## src/rtl/mct_pkg.sv

```systemverilog
package mct_pkg;

    localparam int BUS_W = 32;

    // Shared-control words in page 0
    localparam logic [2:0] GW_ENABLE = 3'd0;
    localparam logic [2:0] GW_CLKSEL = 3'd1;
    localparam logic [2:0] GW_MODE   = 3'd2;

    // Per-timer words in page t+1 (offsets 0..2 are match values)
    localparam logic [2:0] TW_STATUS = 3'd3;
    localparam logic [2:0] TW_IRQEN  = 3'd4;
    localparam logic [2:0] TW_SNAP   = 3'd5;
    localparam logic [2:0] TW_BUSY   = 3'd6;

    localparam int CSEL_W = 2;

endpackage

```

## src/rtl/mct_snapshot.sv

```systemverilog
module mct_snapshot #(
    parameter int CNT_W = 32
) (
    input  logic             clk,
    input  logic             rst_n,
    input  logic             req,
    input  logic [CNT_W-1:0] live,
    output logic [CNT_W-1:0] snap,
    output logic             busy
);

    typedef struct packed {
        logic             stg1;
        logic             stg2;
        logic             busy;
        logic [CNT_W-1:0] snap;
    } snap_state_t;

    snap_state_t sn_d, sn_q;

    always_comb begin
        sn_d      = sn_q;
        sn_d.stg1 = req;
        sn_d.stg2 = sn_q.stg1;
        if (sn_q.stg2) begin
            sn_d.snap = live;
            sn_d.busy = 1'b0;
        end
        if (req) begin
            sn_d.busy = 1'b1;
        end
    end

    always_ff @(posedge clk) begin
        if (!rst_n) begin
            sn_q <= '0;
        end else begin
            sn_q <= sn_d;
        end
    end

    assign snap = sn_q.snap;
    assign busy = sn_q.busy;

    // a request shows busy from the following cycle
    p_busy_set_r9: assert property (@(posedge clk) disable iff (!rst_n)
        req |=> busy);

    // when busy drops, the snapshot holds the count seen just before
    p_snap_value_r9: assert property (@(posedge clk) disable iff (!rst_n)
        $fell(busy) |-> (snap == $past(live)));

endmodule

```

## src/rtl/mct_channel.sv

```systemverilog
module mct_channel
    import mct_pkg::*;
#(
    parameter int CNT_W   = 32,
    parameter int NUM_CMP = 3
) (
    input  logic             clk,
    input  logic             rst_n,
    input  logic             tick,
    input  logic             restart,
    input  logic             periodic,
    input  logic             sel,
    input  logic [2:0]       off,
    input  logic [BUS_W-1:0] wdata,
    output logic [BUS_W-1:0] rdata,
    output logic             irq
);

    typedef struct packed {
        logic [CNT_W-1:0]                  count;
        logic [NUM_CMP-1:0][CNT_W-1:0]     match;
        logic [NUM_CMP-1:0]                stat;
        logic [NUM_CMP-1:0]                ie;
    } chan_state_t;

    chan_state_t ch_d, ch_q;

    logic [NUM_CMP-1:0] hit;
    logic [NUM_CMP-1:0] clr;
    logic               snap_req;
    logic [CNT_W-1:0]   snap_val;
    logic               snap_busy;

    // Comparators: one per match register
    for (genvar k = 0; k < NUM_CMP; k++) begin : g_cmp
        assign hit[k] = tick && (ch_q.count == ch_q.match[k]);
    end

    assign snap_req = sel && (off == TW_SNAP);

    always_comb begin
        ch_d = ch_q;
        clr  = '0;
        if (sel) begin
            for (int k = 0; k < NUM_CMP; k++) begin
                if (off == 3'(k)) begin
                    ch_d.match[k] = wdata[CNT_W-1:0];
                end
            end
            if (off == TW_IRQEN) begin
                ch_d.ie = wdata[NUM_CMP-1:0];
            end
            if (off == TW_STATUS) begin
                clr = wdata[NUM_CMP-1:0];
            end
        end
        // a match in the same cycle as a clear keeps the bit
        ch_d.stat = (ch_q.stat & ~clr) | hit;

        if (restart) begin
            ch_d.count = '0;
        end else if (tick) begin
            if (periodic && hit[0]) begin
                ch_d.count = '0;
            end else begin
                ch_d.count = ch_q.count + CNT_W'(1);
            end
        end
    end

    always_ff @(posedge clk) begin
        if (!rst_n) begin
            ch_q <= '0;
        end else begin
            ch_q <= ch_d;
        end
    end

    mct_snapshot #(
        .CNT_W (CNT_W)
    ) i_snap (
        .clk   (clk),
        .rst_n (rst_n),
        .req   (snap_req),
        .live  (ch_q.count),
        .snap  (snap_val),
        .busy  (snap_busy)
    );

    always_comb begin
        rdata = '0;
        for (int k = 0; k < NUM_CMP; k++) begin
            if (off == 3'(k)) begin
                rdata = BUS_W'(ch_q.match[k]);
            end
        end
        case (off)
            TW_STATUS: rdata = BUS_W'(ch_q.stat);
            TW_IRQEN:  rdata = BUS_W'(ch_q.ie);
            TW_SNAP:   rdata = BUS_W'(snap_val);
            TW_BUSY:   rdata = BUS_W'(snap_busy);
            default:   ;
        endcase
    end

    assign irq = |(ch_q.stat & ch_q.ie);

    // without a tick or restart the count does not move
    p_hold_r2: assert property (@(posedge clk) disable iff (!rst_n)
        (!tick && !restart) |=> $stable(ch_q.count));

    // enabling a stopped timer starts from zero
    p_restart_r2: assert property (@(posedge clk) disable iff (!rst_n)
        restart |=> (ch_q.count == '0));

    // periodic mode reloads after comparator 0
    p_periodic_r4: assert property (@(posedge clk) disable iff (!rst_n)
        (tick && periodic && (ch_q.count == ch_q.match[0])) |=> (ch_q.count == '0));

    // free-running mode steps by one, wrapping naturally
    p_free_step_r4: assert property (@(posedge clk) disable iff (!rst_n)
        (tick && !periodic) |=> (ch_q.count == $past(ch_q.count) + CNT_W'(1)));

    for (genvar k = 0; k < NUM_CMP; k++) begin : g_chk
        // a pending bit only drops through a clear write
        p_sticky_r6: assert property (@(posedge clk) disable iff (!rst_n)
            (ch_q.stat[k] && !(sel && (off == TW_STATUS) && wdata[k])) |=> ch_q.stat[k]);

        // a match always leaves its bit set, clear or not
        p_set_wins_r7: assert property (@(posedge clk) disable iff (!rst_n)
            hit[k] |=> ch_q.stat[k]);
    end

endmodule

```

## src/rtl/match_timer.sv

```systemverilog
module match_timer
    import mct_pkg::*;
#(
    parameter int NUM_TMR = 3,
    parameter int NUM_CMP = 3,
    parameter int CNT_W   = 32,
    parameter int ADDR_W  = 6
) (
    input  logic               clk,
    input  logic               rst_n,
    input  logic               tick_in,
    input  logic               bus_wr,
    input  logic [ADDR_W-1:0]  bus_addr,
    input  logic [31:0]        bus_wdata,
    output logic [31:0]        bus_rdata,
    output logic [NUM_TMR-1:0] irq
);

    localparam int PAGE_W = ADDR_W - 3;

    typedef struct packed {
        logic [NUM_TMR-1:0]             en;
        logic [NUM_TMR-1:0][CSEL_W-1:0] csel;
        logic [NUM_TMR-1:0]             mode;
    } glob_state_t;

    glob_state_t gl_d, gl_q;

    logic [PAGE_W-1:0]  page;
    logic [2:0]         off;
    logic               glob_wr;
    logic [NUM_TMR-1:0] tmr_tick;
    logic [NUM_TMR-1:0] tmr_restart;
    logic [NUM_TMR-1:0] tmr_sel;
    logic [BUS_W-1:0]   tmr_rdata [NUM_TMR];

    assign page    = bus_addr[ADDR_W-1:3];
    assign off     = bus_addr[2:0];
    assign glob_wr = bus_wr && (page == '0);

    always_comb begin
        gl_d = gl_q;
        if (glob_wr) begin
            case (off)
                GW_ENABLE: gl_d.en   = bus_wdata[NUM_TMR-1:0];
                GW_CLKSEL: gl_d.csel = bus_wdata[NUM_TMR*CSEL_W-1:0];
                GW_MODE:   gl_d.mode = bus_wdata[NUM_TMR-1:0];
                default:   ;
            endcase
        end
    end

    always_ff @(posedge clk) begin
        if (!rst_n) begin
            gl_q <= '0;
        end else begin
            gl_q <= gl_d;
        end
    end

    for (genvar t = 0; t < NUM_TMR; t++) begin : g_tmr
        assign tmr_tick[t]    = gl_q.en[t] && ((gl_q.csel[t] == '0) || tick_in);
        assign tmr_restart[t] = glob_wr && (off == GW_ENABLE) && bus_wdata[t] && !gl_q.en[t];
        assign tmr_sel[t]     = bus_wr && (page == PAGE_W'(t + 1));

        mct_channel #(
            .CNT_W   (CNT_W),
            .NUM_CMP (NUM_CMP)
        ) i_chan (
            .clk      (clk),
            .rst_n    (rst_n),
            .tick     (tmr_tick[t]),
            .restart  (tmr_restart[t]),
            .periodic (gl_q.mode[t]),
            .sel      (tmr_sel[t]),
            .off      (off),
            .wdata    (bus_wdata),
            .rdata    (tmr_rdata[t]),
            .irq      (irq[t])
        );
    end

    always_comb begin
        bus_rdata = '0;
        if (page == '0) begin
            case (off)
                GW_ENABLE: bus_rdata = BUS_W'(gl_q.en);
                GW_CLKSEL: bus_rdata = BUS_W'(gl_q.csel);
                GW_MODE:   bus_rdata = BUS_W'(gl_q.mode);
                default:   ;
            endcase
        end
        for (int t = 0; t < NUM_TMR; t++) begin
            if (page == PAGE_W'(t + 1)) begin
                bus_rdata = tmr_rdata[t];
            end
        end
    end

    // an enable write replaces every enable bit
    p_enable_write_r2: assert property (@(posedge clk) disable iff (!rst_n)
        (glob_wr && (off == GW_ENABLE)) |=> (gl_q.en == $past(bus_wdata[NUM_TMR-1:0])));

    // a stopped timer never counts, whatever the tick input does
    p_no_tick_when_off_r3: assert property (@(posedge clk) disable iff (!rst_n)
        (gl_q.en == '0) |-> (tmr_tick == '0));

endmodule

```

## config.mk

```make
export PLATFORM = sky130hd
export DESIGN_NAME = match_timer
export DESIGN_NICKNAME = d
export VERILOG_FILES = /design/src/rtl/mct_pkg.sv /design/src/rtl/mct_snapshot.sv /design/src/rtl/mct_channel.sv /design/src/rtl/match_timer.sv
export SDC_FILE = /design/constraint.sdc
export NUM_CORES = 1
export LEC_CHECK = 0
export BUFFER_PORTS_ARGS = -buffer_cell sky130_fd_sc_hd__buf_2
export CORE_AREA = 4 4 344 244
export CTS_BUF_LIST = sky130_fd_sc_hd__clkbuf_16
export DETAILED_ROUTE_END_ITERATION = 12
export DIE_AREA = 0 0 348 248
export HOLD_SLACK_MARGIN = 0.05
export SYNTH_ARGS = -nofsm -noshare
export SYNTH_HDL_FRONTEND = slang
export SYNTH_SLANG_ARGS = --single-unit
```

## constraint.sdc

```tcl
create_clock -name clk -period 3.9 [get_ports clk]
set_input_delay 0.78 -clock clk [delete_from_list [all_inputs] [get_ports clk]]
set_output_delay 0.78 -clock clk [all_outputs]
set_load 0.03 [all_outputs]
```

# Word level (Yosys, flattened, before mapping)
# Index checks and enable logic that the tools add are counted.
[word_totals]
register_bits = 519
latch_bits = 0
ramBits = 0
romBits = 0
input_bits = 42
output_inout_bits = 35
elab_cells = 163
memories = 0
[op_classes]
add_sub_neg = 3
mul = 0
div_mod_pow = 0
order_cmp = 0
eq_ne = 18
shifts = 0
n_mux = 30
bitwise_logic = 13
n_reduce_logical = 64
[ops]
columns = ["cell", "n"]
rows = [
  ["32-bit 2-to-1 mux", 15],
  ["32-bit case mux with 4 select lines", 3],
  ["32-bit == test", 9],
  ["33-bit 2-to-1 mux", 3],
  ["32-bit by 1-bit adder with 32-bit output (second input constant)", 3],
  ["2-bit AND reduction", 15],
  ["1-bit logical AND", 29],
  ["3-bit bitwise AND", 6],
  ["6-bit case mux with 3 select lines", 1],
  ["3-bit by 2-bit == test with 1-bit output (second input constant)", 4],
  ["3-bit 2-to-1 mux", 4],
  ["3-bit == test (second input constant)", 3],
  ["3-bit inverter", 3],
  ["3-bit bitwise OR", 3],
  ["3-bit OR reduction", 3],
  ["3-bit by 1-bit == test with 1-bit output (second input constant)", 2],
  ["2-bit zero test", 3],
  ["3-bit zero test", 2],
  ["6-bit 2-to-1 mux", 1],
  ["2-bit nonzero test", 3],
  ["2-bit OR reduction", 3],
  ["1-bit zero test", 3],
  ["1-bit logical OR", 3],
  ["1-bit 2-to-1 mux", 3],
  ["1-bit inverter", 1],
]

# Logic depth before layout (Yosys ltp)
# Gate-level depths: netlist of the first run.
[logic_depth]
word_depth = 8
depth_mapped = 10
mapped_depth_nobuf = 6

# Cells and area by module
# A second synthesis of the first run with hierarchy kept.
[unflattened]
cells_unflattened = 3548
hier_area_um2 = 30051.3
[modules_own_cells]
columns = ["mod", "instances", "cells_per_inst", "area_per_inst_um2", "seq_area_each_um2"]
rows = [
  ["mct_channel", 3, 971, 7903.8, 2682.6],
  ["mct_snapshot", 3, 142, 1572.8, 700.7],
  ["match_timer", 1, 209, 1621.6, 240.2],
]

# Worst setup path after synthesis of the first run
# No wires, ideal clock.
[synth_timing]
path_type = "input port to output port"
startpoint = "input port bus_addr[3]"
endpoint = "output port bus_rdata[3]"
arrival_time_ps = 2697
t_required_ps = 3120
slack_ps = 423
cell_stages = 6
n_path_buf = 2
cell_sequence = "buf_2 > nor3_1 > and3_1 > clkbuf_1 > a221oi_1 > o32ai_1"
[synth_via]
elab_chain_len = 5
word_cells_on_any_way = 8
cone_classes = "3 x eq/ne; 4 x mux; 1 x reduce/logical"
[synth_rtl]
columns = ["element", "line_no", "text"]
rows = [
  ["start, declared", "match_timer.sv:13", "input logic [ADDR_W-1:0] bus_addr,"],
  ["3-bit zero test", "match_timer.sv:85", "if (page == '0) begin"],
  ["6-bit 2-to-1 mux", "match_timer.sv:85", ""],
  ["32-bit 2-to-1 mux (2 in series)", "match_timer.sv:94", "if (page == PAGE_W'(t + 1)) begin"],
  ["32-bit 2-to-1 mux *", "match_timer.sv:94", ""],
  ["end, declared", "match_timer.sv:15", "output logic [31:0] bus_rdata,"],
]
# Every way passes the cells marked *; elsewhere a longest branch is shown, timed or not.

# Final worst setup path of the first run
[layout_timing]
startpoint = "input port bus_addr[0]"
endpoint = "output port bus_rdata[26]"
[layout_via]
elab_chain_len = 8
word_cells_on_any_way = 22
cone_classes = "6 x eq/ne; 15 x mux; 1 x reduce/logical"
[layout_rtl]
columns = ["element", "line_no", "text"]
rows = [
  ["3-bit zero test", "mct_channel.sv:93", "if (off == 3'(k)) begin"],
  ["32-bit 2-to-1 mux (3 in series)", "mct_channel.sv:93", ""],
  ["32-bit case mux with 4 select lines", "mct_channel.sv:97", "case (off)"],
  ["32-bit 2-to-1 mux (2 in series)", "match_timer.sv:94", ""],
  ["32-bit 2-to-1 mux *", "match_timer.sv:94", ""],
]
# Marked as above.

==> impl_metrics.yaml, run 1 <==
min_path:
  whs_path_depth: 1
  min_to: "g_tmr[0].i_chan.i_snap.sn_q[33]"
  hp-start: "g_tmr[0].i_chan.i_snap.sn_d[33]"
  min_path_type: "flip-flop to flip-flop"
clock_tree:
  cts_max_path_buffers: 3
  cts_setup_buffers: 0
  htreeDepth: 2
  clkLatencyLatePin_ns: 0.66
  cts_buffers: 52
  clk_pin_slew_ns: 0.07
  cts_tree: "built"
  clockRootBuffer: "clkbuf_16"
  clock_sinks: 519
power_and_ir_drop:
  irDropWorstVdd_v: 0.000310
  cellPowerDensity_nw_per_um2: 360
  p_leak_nw: 10.7
layout:
  nets: 3313
  n_fill_cell: 8207
  area_growth_pct: 10.6
  drive_gt1_frac: 0.0924
  diodes: 0
  stdcell_count: 4379
logic_synthesis:
  syn_avg_cell_area_um2: 8.27
  synth-seq-cells: 519
  synth_top_flop_cell: "dfxtp_1"
  synthTopCellsByArea: "dfxtp_1, nand2_1, a21boi_0"
  syn_inst: 3395
  yosysTopAreaCellShare: 0.370
  syn_area_um2: 28100
  yosys_warnings: 0
  synthArstFlopShare: 0
  yosysTopAreaCell: "dfxtp_1"
  synth_cell_types: 65
  syn_nets: 3440
  synth_edf_count: 0
  seq_area_frac_synth: 0.370
outcome:
  violations: "negative setup slack"
  status: "complete, but fails checks"
worst_setup_path:
  path_cells: "buf_6, and3b_4, buf_12, a221oi_1, buf_4, a31oi_1, buf_2"
  worst_setup_path_start_kind: "input port"
  required_ns: 3.12
  timing.rr.start: "g_tmr[0].i_chan.ch_q[106]"
  reg2reg_setup_slack_ns: 1.14
  cp_top_family: "buffers and inverters"
  slowest_stage: "a31oi_1"
  max_stage_delay_ns: 0.63
  endpoint_kind: "primary output"
  path_max_fanout: 27
  rr_worst_depth: 6
  r2r_end: "g_tmr[0].i_chan.ch_q[103]"
  cp_num_buf_inv: 4
  arrival_ns: 3.15
  crit_type: "input port to primary output"
global_routing:
  grt_antenna_before_repair: 6
  use_met3: 0.0723
  grt.total_usage: 0.251
  grt_pass1_vias: 22800
  grt_pass1_wl_um: 162000
  met2_usage: 0.342
  overflow: 0
  busiest_layer: "met1"
  grt_util_met1: 0.380
  grt_start_max_net_pins: 118
run:
  maxCapViolations: 0
route:
  wl_um: 112000
  routed_via_density: 5.70
  drc: 0
  first_iter_violations: 3611
  num_vias: 24900
  firstDrtPassIters: 6
  antenna_left: 0
  wire_per_inst_um: 25.5
placement:
  io_buffers: 76
  routabilityCongestion: 0.989
  dpl.hpwl_um: 79800
  dp_cells: 4282
sta:
  setup_viol: 1
  post-route-min-period_ns: 3.93
  tns_ns: -0.0279
  fin_ws_ns: -0.0279
  slew_viol_final: 0
  max_slew_margin: 0.210
  fin_skew_ns: 0.0467
  worst_slew_pin_slew_ns: 1.18
  hold_viol: 0
  grt_setup_unrepaired: "false"
  max_freq_mhz: 255
  fin_crit_sh: 1.01
floorplan:
  die_w_um: 348
  dieArea_um2: 86300
  initial_utilization: 0.350
  ioPinCount: 77
  fp-row-count: 87
  die_h_um: 248
  core-area_um2: 80300
how the worst max path moves through the flow:
stage,start,to,cells after the start
final,bus_addr[0],bus_rdata[26],7
after global placement,bus_addr[0],bus_rdata[31],10
after detailed placement,bus_addr[0],bus_rdata[31],10
after CTS,bus_addr[0],bus_rdata[31],10
after global routing,bus_addr[0],bus_rdata[26],8
after floorplan,bus_addr[3],bus_rdata[3],6
cells in the mapped netlist (all sizes together) (3+ instances only):
cell,count
a221oi,30
clkbuf,256
a21boi,310
o31a,6
o21bai,3
nand4,84
ha,3
o21ai,73
o211ai,4
o2bb2ai,4
dfxtp,519
mux2i,206
a211oi,70
nand2b,36
a2bb2oi,28
buf,122
inv,21
nor3b,3
and2,12
nand2,726
a31oi,20
or4,4
nand3,58
o21a,4
and3,20
nor2b,110
o22ai,3
a222oi,3
nor2,30
nor4,56
a211o,20
a22oi,11
xnor2,196
nor3,53
a21oi,74
or3,3
o32ai,3
mux2,6
and4,10
xor2,179
placed cells by master (no fill, tap or decap), types with 56 or more instances in the layout:
master,netlist,final
a211oi_1,69,69
a21boi_0,289,289
a21oi_1,74,74
buf_2,91,73
buf_4,20,100
dfxtp_1,519,516
mux2i_1,206,206
nand2_1,725,725
nand3_1,56,56
nand4_1,83,83
nor2b_1,110,109
o21ai_0,70,70
xnor2_1,196,196
xor2_1,179,179
state kept, by name (all words and copies together) (netlist names):
name                      flops
g_tmr.i_chan.ch_q           402
g_tmr.i_chan.i_snap.snap     96
g_tmr.i_chan.i_snap.sn_d      3
g_tmr.i_chan.i_snap.busy      3
gl_q                         12
g_tmr.i_chan.i_snap.sn_q      3
per-layer routing:
layer / routed length (µm) / vias up
li1: - / 11300
met1: 50700 / 12000
met2: 43100 / 1452
met3: 14900 / 167
met4: 2890 / 0
met5: 0 / -
stage by stage:
stage | hold slack (ns) | power (W) | utilization | instance area [µm²] | setup WS, ns
finish | 0.429 | 0.0112 | 0.387 | 31100 | -0.0279
global route | 0.447 | 0.0115 | 0.387 | 31100 | 0.0173
CTS | 0.424 | 0.0112 | 0.387 | 31100 | 0.0448
detailed placement | 0.420 | 0.00623 | 0.366 | 29400 | 0.0487
global placement | 0.414 | 0.00622 | 0.366 | 29400 | 0.0352
floorplan | 0.412 | 0.00588 | - | 28100 | 0.423
power breakdown:
part | switching [W] | internal [W]
clock network | 0.00235 | 0.00270
registers | 0.0000173 | 0.00531
logic | 0.000557 | 0.000250
total | 0.00292 | 0.00827
logic make-up (layout without fill, tap and decap cells):
logic type,count (synthesis),count (layout),share of synthesized area
XOR/XNOR,375,375,0.117
AO/OA/AOI/OAI,675,675,0.172
adder cells (fa/ha/maj),3,3,0.00134
buffers and inverters,399,315,0.0614
flip-flops,519,519,0.370
AND/OR/NAND/NOR,1211,1211,0.202
multiplexers,213,213,0.0766
layout make-up:
type / count / area, µm² / area share
inverters: 21 / 78.8 / 0.00254
flip-flops and latches: 519 / 10400 / 0.335
well taps: 1068 / 1340 / 0.0430
clock inverters: 45 / 343 / 0.0110
multi-input cells: 2477 / 16000 / 0.516
repair buffers: 197 / 1570 / 0.0507
clock buffers: 52 / 1300 / 0.0419
repair_timing:
item,4_1_cts,5_1_grt
hold buffers,0,0
resized for setup,0,1
endpoints found under the setup margin,0,1
Power figures use the tool's default switching activity.
==> inputs of run 2 (changes only) <==
--- a/config.mk
+++ b/config.mk
@@ -6,11 +6,12 @@
 export NUM_CORES = 1
 export LEC_CHECK = 0
 export BUFFER_PORTS_ARGS = -buffer_cell sky130_fd_sc_hd__buf_2
-export CORE_AREA = 4 4 344 244
+export CORE_AREA = 4 4 356 253
 export CTS_BUF_LIST = sky130_fd_sc_hd__clkbuf_16
 export DETAILED_ROUTE_END_ITERATION = 12
-export DIE_AREA = 0 0 348 248
+export DIE_AREA = 0 0 360 257
 export HOLD_SLACK_MARGIN = 0.05
 export SYNTH_ARGS = -nofsm -noshare
 export SYNTH_HDL_FRONTEND = slang
+export SYNTH_HIERARCHICAL = 1
 export SYNTH_SLANG_ARGS = --single-unit
==> run 2 against run 1 <==
Against the previous run: the run now ends clean; core utilization is 1.6 points lower; worst hold slack worse by 0.0058 ns; wire length is 3.1% lower; final cell count is 6.1% higher; total power is 0.61% higher; via count is 1.3% higher; worst setup slack better by 0.11 ns; fmax is 2.8% higher; critical path type unchanged; largest power group unchanged; highest routed layer is now met5.
==> impl_metrics.yaml, run 2 <==
outcome:
  status: "complete, no violations"
placement:
  io_buffers: 76
  dpl.hpwl_um: 76500
  routabilityCongestion: 0.977
logic_synthesis:
  synth-seq-cells: 519
  synthArstFlopShare: 0
  synth_edf_count: 0
  yosysTopAreaCellShare: 0.346
  synthTopCellsByArea: "dfxtp_1, nand2_1, a21boi_0"
  yosysTopAreaCell: "dfxtp_1"
  syn_avg_cell_area_um2: 8.47
  syn_nets: 3593
  seq_area_frac_synth: 0.346
  yosys_warnings: 6
  synth_cell_types: 64
  yosysMostFrequentCell: "nand2_1"
  synth_top_flop_cell: "dfxtp_1"
  syn_inst: 3548
  yosys-top-cells-count: "nand2_1, dfxtp_1, a21boi_0, xor2_1, mux2i_1"
  syn_area_um2: 30100
floorplan:
  core-area_um2: 87000
  die_h_um: 257
  dieArea_um2: 92500
  fp-row-count: 91
  initial_utilization: 0.345
  die_w_um: 360
  ioPinCount: 77
worst_setup_path:
  reg2reg_setup_slack_ns: 1.04
  worst_setup_path_start_kind: "input port"
  required_ns: 3.12
  path_max_fanout: 43
  endpoint_kind: "primary output"
  arrival_ns: 3.04
  rr_worst_depth: 6
  timing.rr.start: "gl_q[9]"
  r2r_end: "g_tmr[0].i_chan/ch_q[103]"
  crit_type: "input port to primary output"
clock_tree:
  cts_resized: 0
  cts_buffers: 54
  clkLatencyLatePin_ns: 0.66
  cts_max_path_buffers: 3
  htreeDepth: 2
  hold_buffers: 0
  cts_setup_buffers: 0
  cts_tree: "built"
  clockRootBuffer: "clkbuf_16"
  clock_sinks: 519
  clk_pin_slew_ns: 0.06
global_routing:
  grt_pass1_wl_um: 159000
  grt_antenna_before_repair: 3
  grt.total_usage: 0.224
  overflow: 0
  grt_pass1_vias: 23200
  grt_start_max_net_pins: 128
sta:
  fin_skew_ns: 0.0498
  slew_viol_final: 0
  post-route-min-period_ns: 3.82
  max_freq_mhz: 262
  hold_viol: 0
  worst_slew_pin_slew_ns: 0.972
  max_slew_margin: 0.345
  tns_ns: 0
  grt_setup_unrepaired: "false"
  fin_crit_sh: 0.980
  setup_viol: 0
power_and_ir_drop:
  cellPowerDensity_nw_per_um2: 349
  irDropWorstVdd_v: 0.000326
  p_leak_nw: 12.1
  finalPower_w: 0.0113
layout:
  mostFrequentLayoutCells: "nand2_1, dfxtp_1, a21boi_0"
  diodes: 0
  area_growth_pct: 7.38
  nets: 3486
  drive_gt1_frac: 0.136
  layout_commonest_cell: "nand2_1"
  largest_register_ffs: 402
  top_register: "g_tmr.i_chan/ch_q"
route:
  wl_um: 108000
  drc: 0
  wire_per_inst_um: 23.3
  antenna_left: 0
  routed_via_density: 5.44
  num_vias: 25300
  first_iter_violations: 3644
  firstDrtPassIters: 6
min_path:
  whs_path_depth: 1
  min_to: "g_tmr[0].i_chan/i_snap/sn_q[33]"
  hp-start: "g_tmr[0].i_chan/i_snap/sn_d[33]"
  min_path_type: "flip-flop to flip-flop"
run:
  maxCapViolations: 0
==> run 2: routing by layer <==
metal	GRT usage	wire, µm
met3	0.0663	13100
met1	0.346	50900
met4	0.0482	2380
met2	0.302	41700
met5	0	34
==> run 2: worst max path at each step <==
stage,startpoint,endpoint,slack (ns),depth (start not counted)
after CTS,bus_addr[1],bus_rdata[27],0.07,10
after floorplan,bus_addr[1],bus_rdata[2],0.42,7
after detailed placement,bus_addr[1],bus_rdata[27],0.08,10
final,bus_addr[1],bus_rdata[27],0.08,10
after global routing,bus_addr[1],bus_rdata[27],0.06,10
after global placement,bus_addr[1],bus_rdata[27],0.08,10
==> run 2: through the flow <==
| step | cells | worst slack, ns | cell area [µm²] | hold WS (ns) | utilization |
|---|---|---|---|---|---|
| after floorplan | 3548 | 0.424 | 30100 | 0.412 | - |
| after detailed placement | 4547 | 0.0835 | 30500 | 0.421 | 0.351 |
| after global placement | 4547 | 0.0816 | 30500 | 0.414 | 0.351 |
| final | 4644 | 0.0774 | 32300 | 0.423 | 0.371 |
| after CTS | 4644 | 0.0749 | 32300 | 0.436 | 0.371 |
| after global routing | 4644 | 0.0630 | 32300 | 0.456 | 0.371 |
==> run 2: logic make-up (layout without fill, tap and decap cells) <==
family          after synthesis  after routing  synth area share
compound gates              615            615             0.136
xor+xnor                    357            357             0.106
fa+ha+maj                     3              3           0.00125
buf+inv                     434            368             0.101
flops                       519            519             0.346
mux                         233            233            0.0788
simple gates               1387           1387             0.231
==> run 2: cell type report <==
cell class	count	area (µm²)
timing repair buffer	237	1860
sequential	519	10400
fill	9044	54700
tap	1162	1450
multi-input combinational	2595	16700
clock buffer	55	1380
inverter	34	128
clock inverter	42	370
==> run 2: where the power goes <==
part	internal (W)	switching, W	leakage (nW)
clock	0.00289	0.00237	0.885
sequential	0.00531	0.0000168	4.18
combinational	0.000197	0.000462	7.01
==> run 2: worst max-delay path, stage by stage <==
cell and delay [ns]:
buf_12 0.24, buf_4 0.22, mux2i_1 0.18, nor2_1 0.05
a21oi_1 0.15, o21ai_0 0.31, mux2_1 0.41, a22oi_1 0.30
nor2_1 0.09, buf_2 0.19
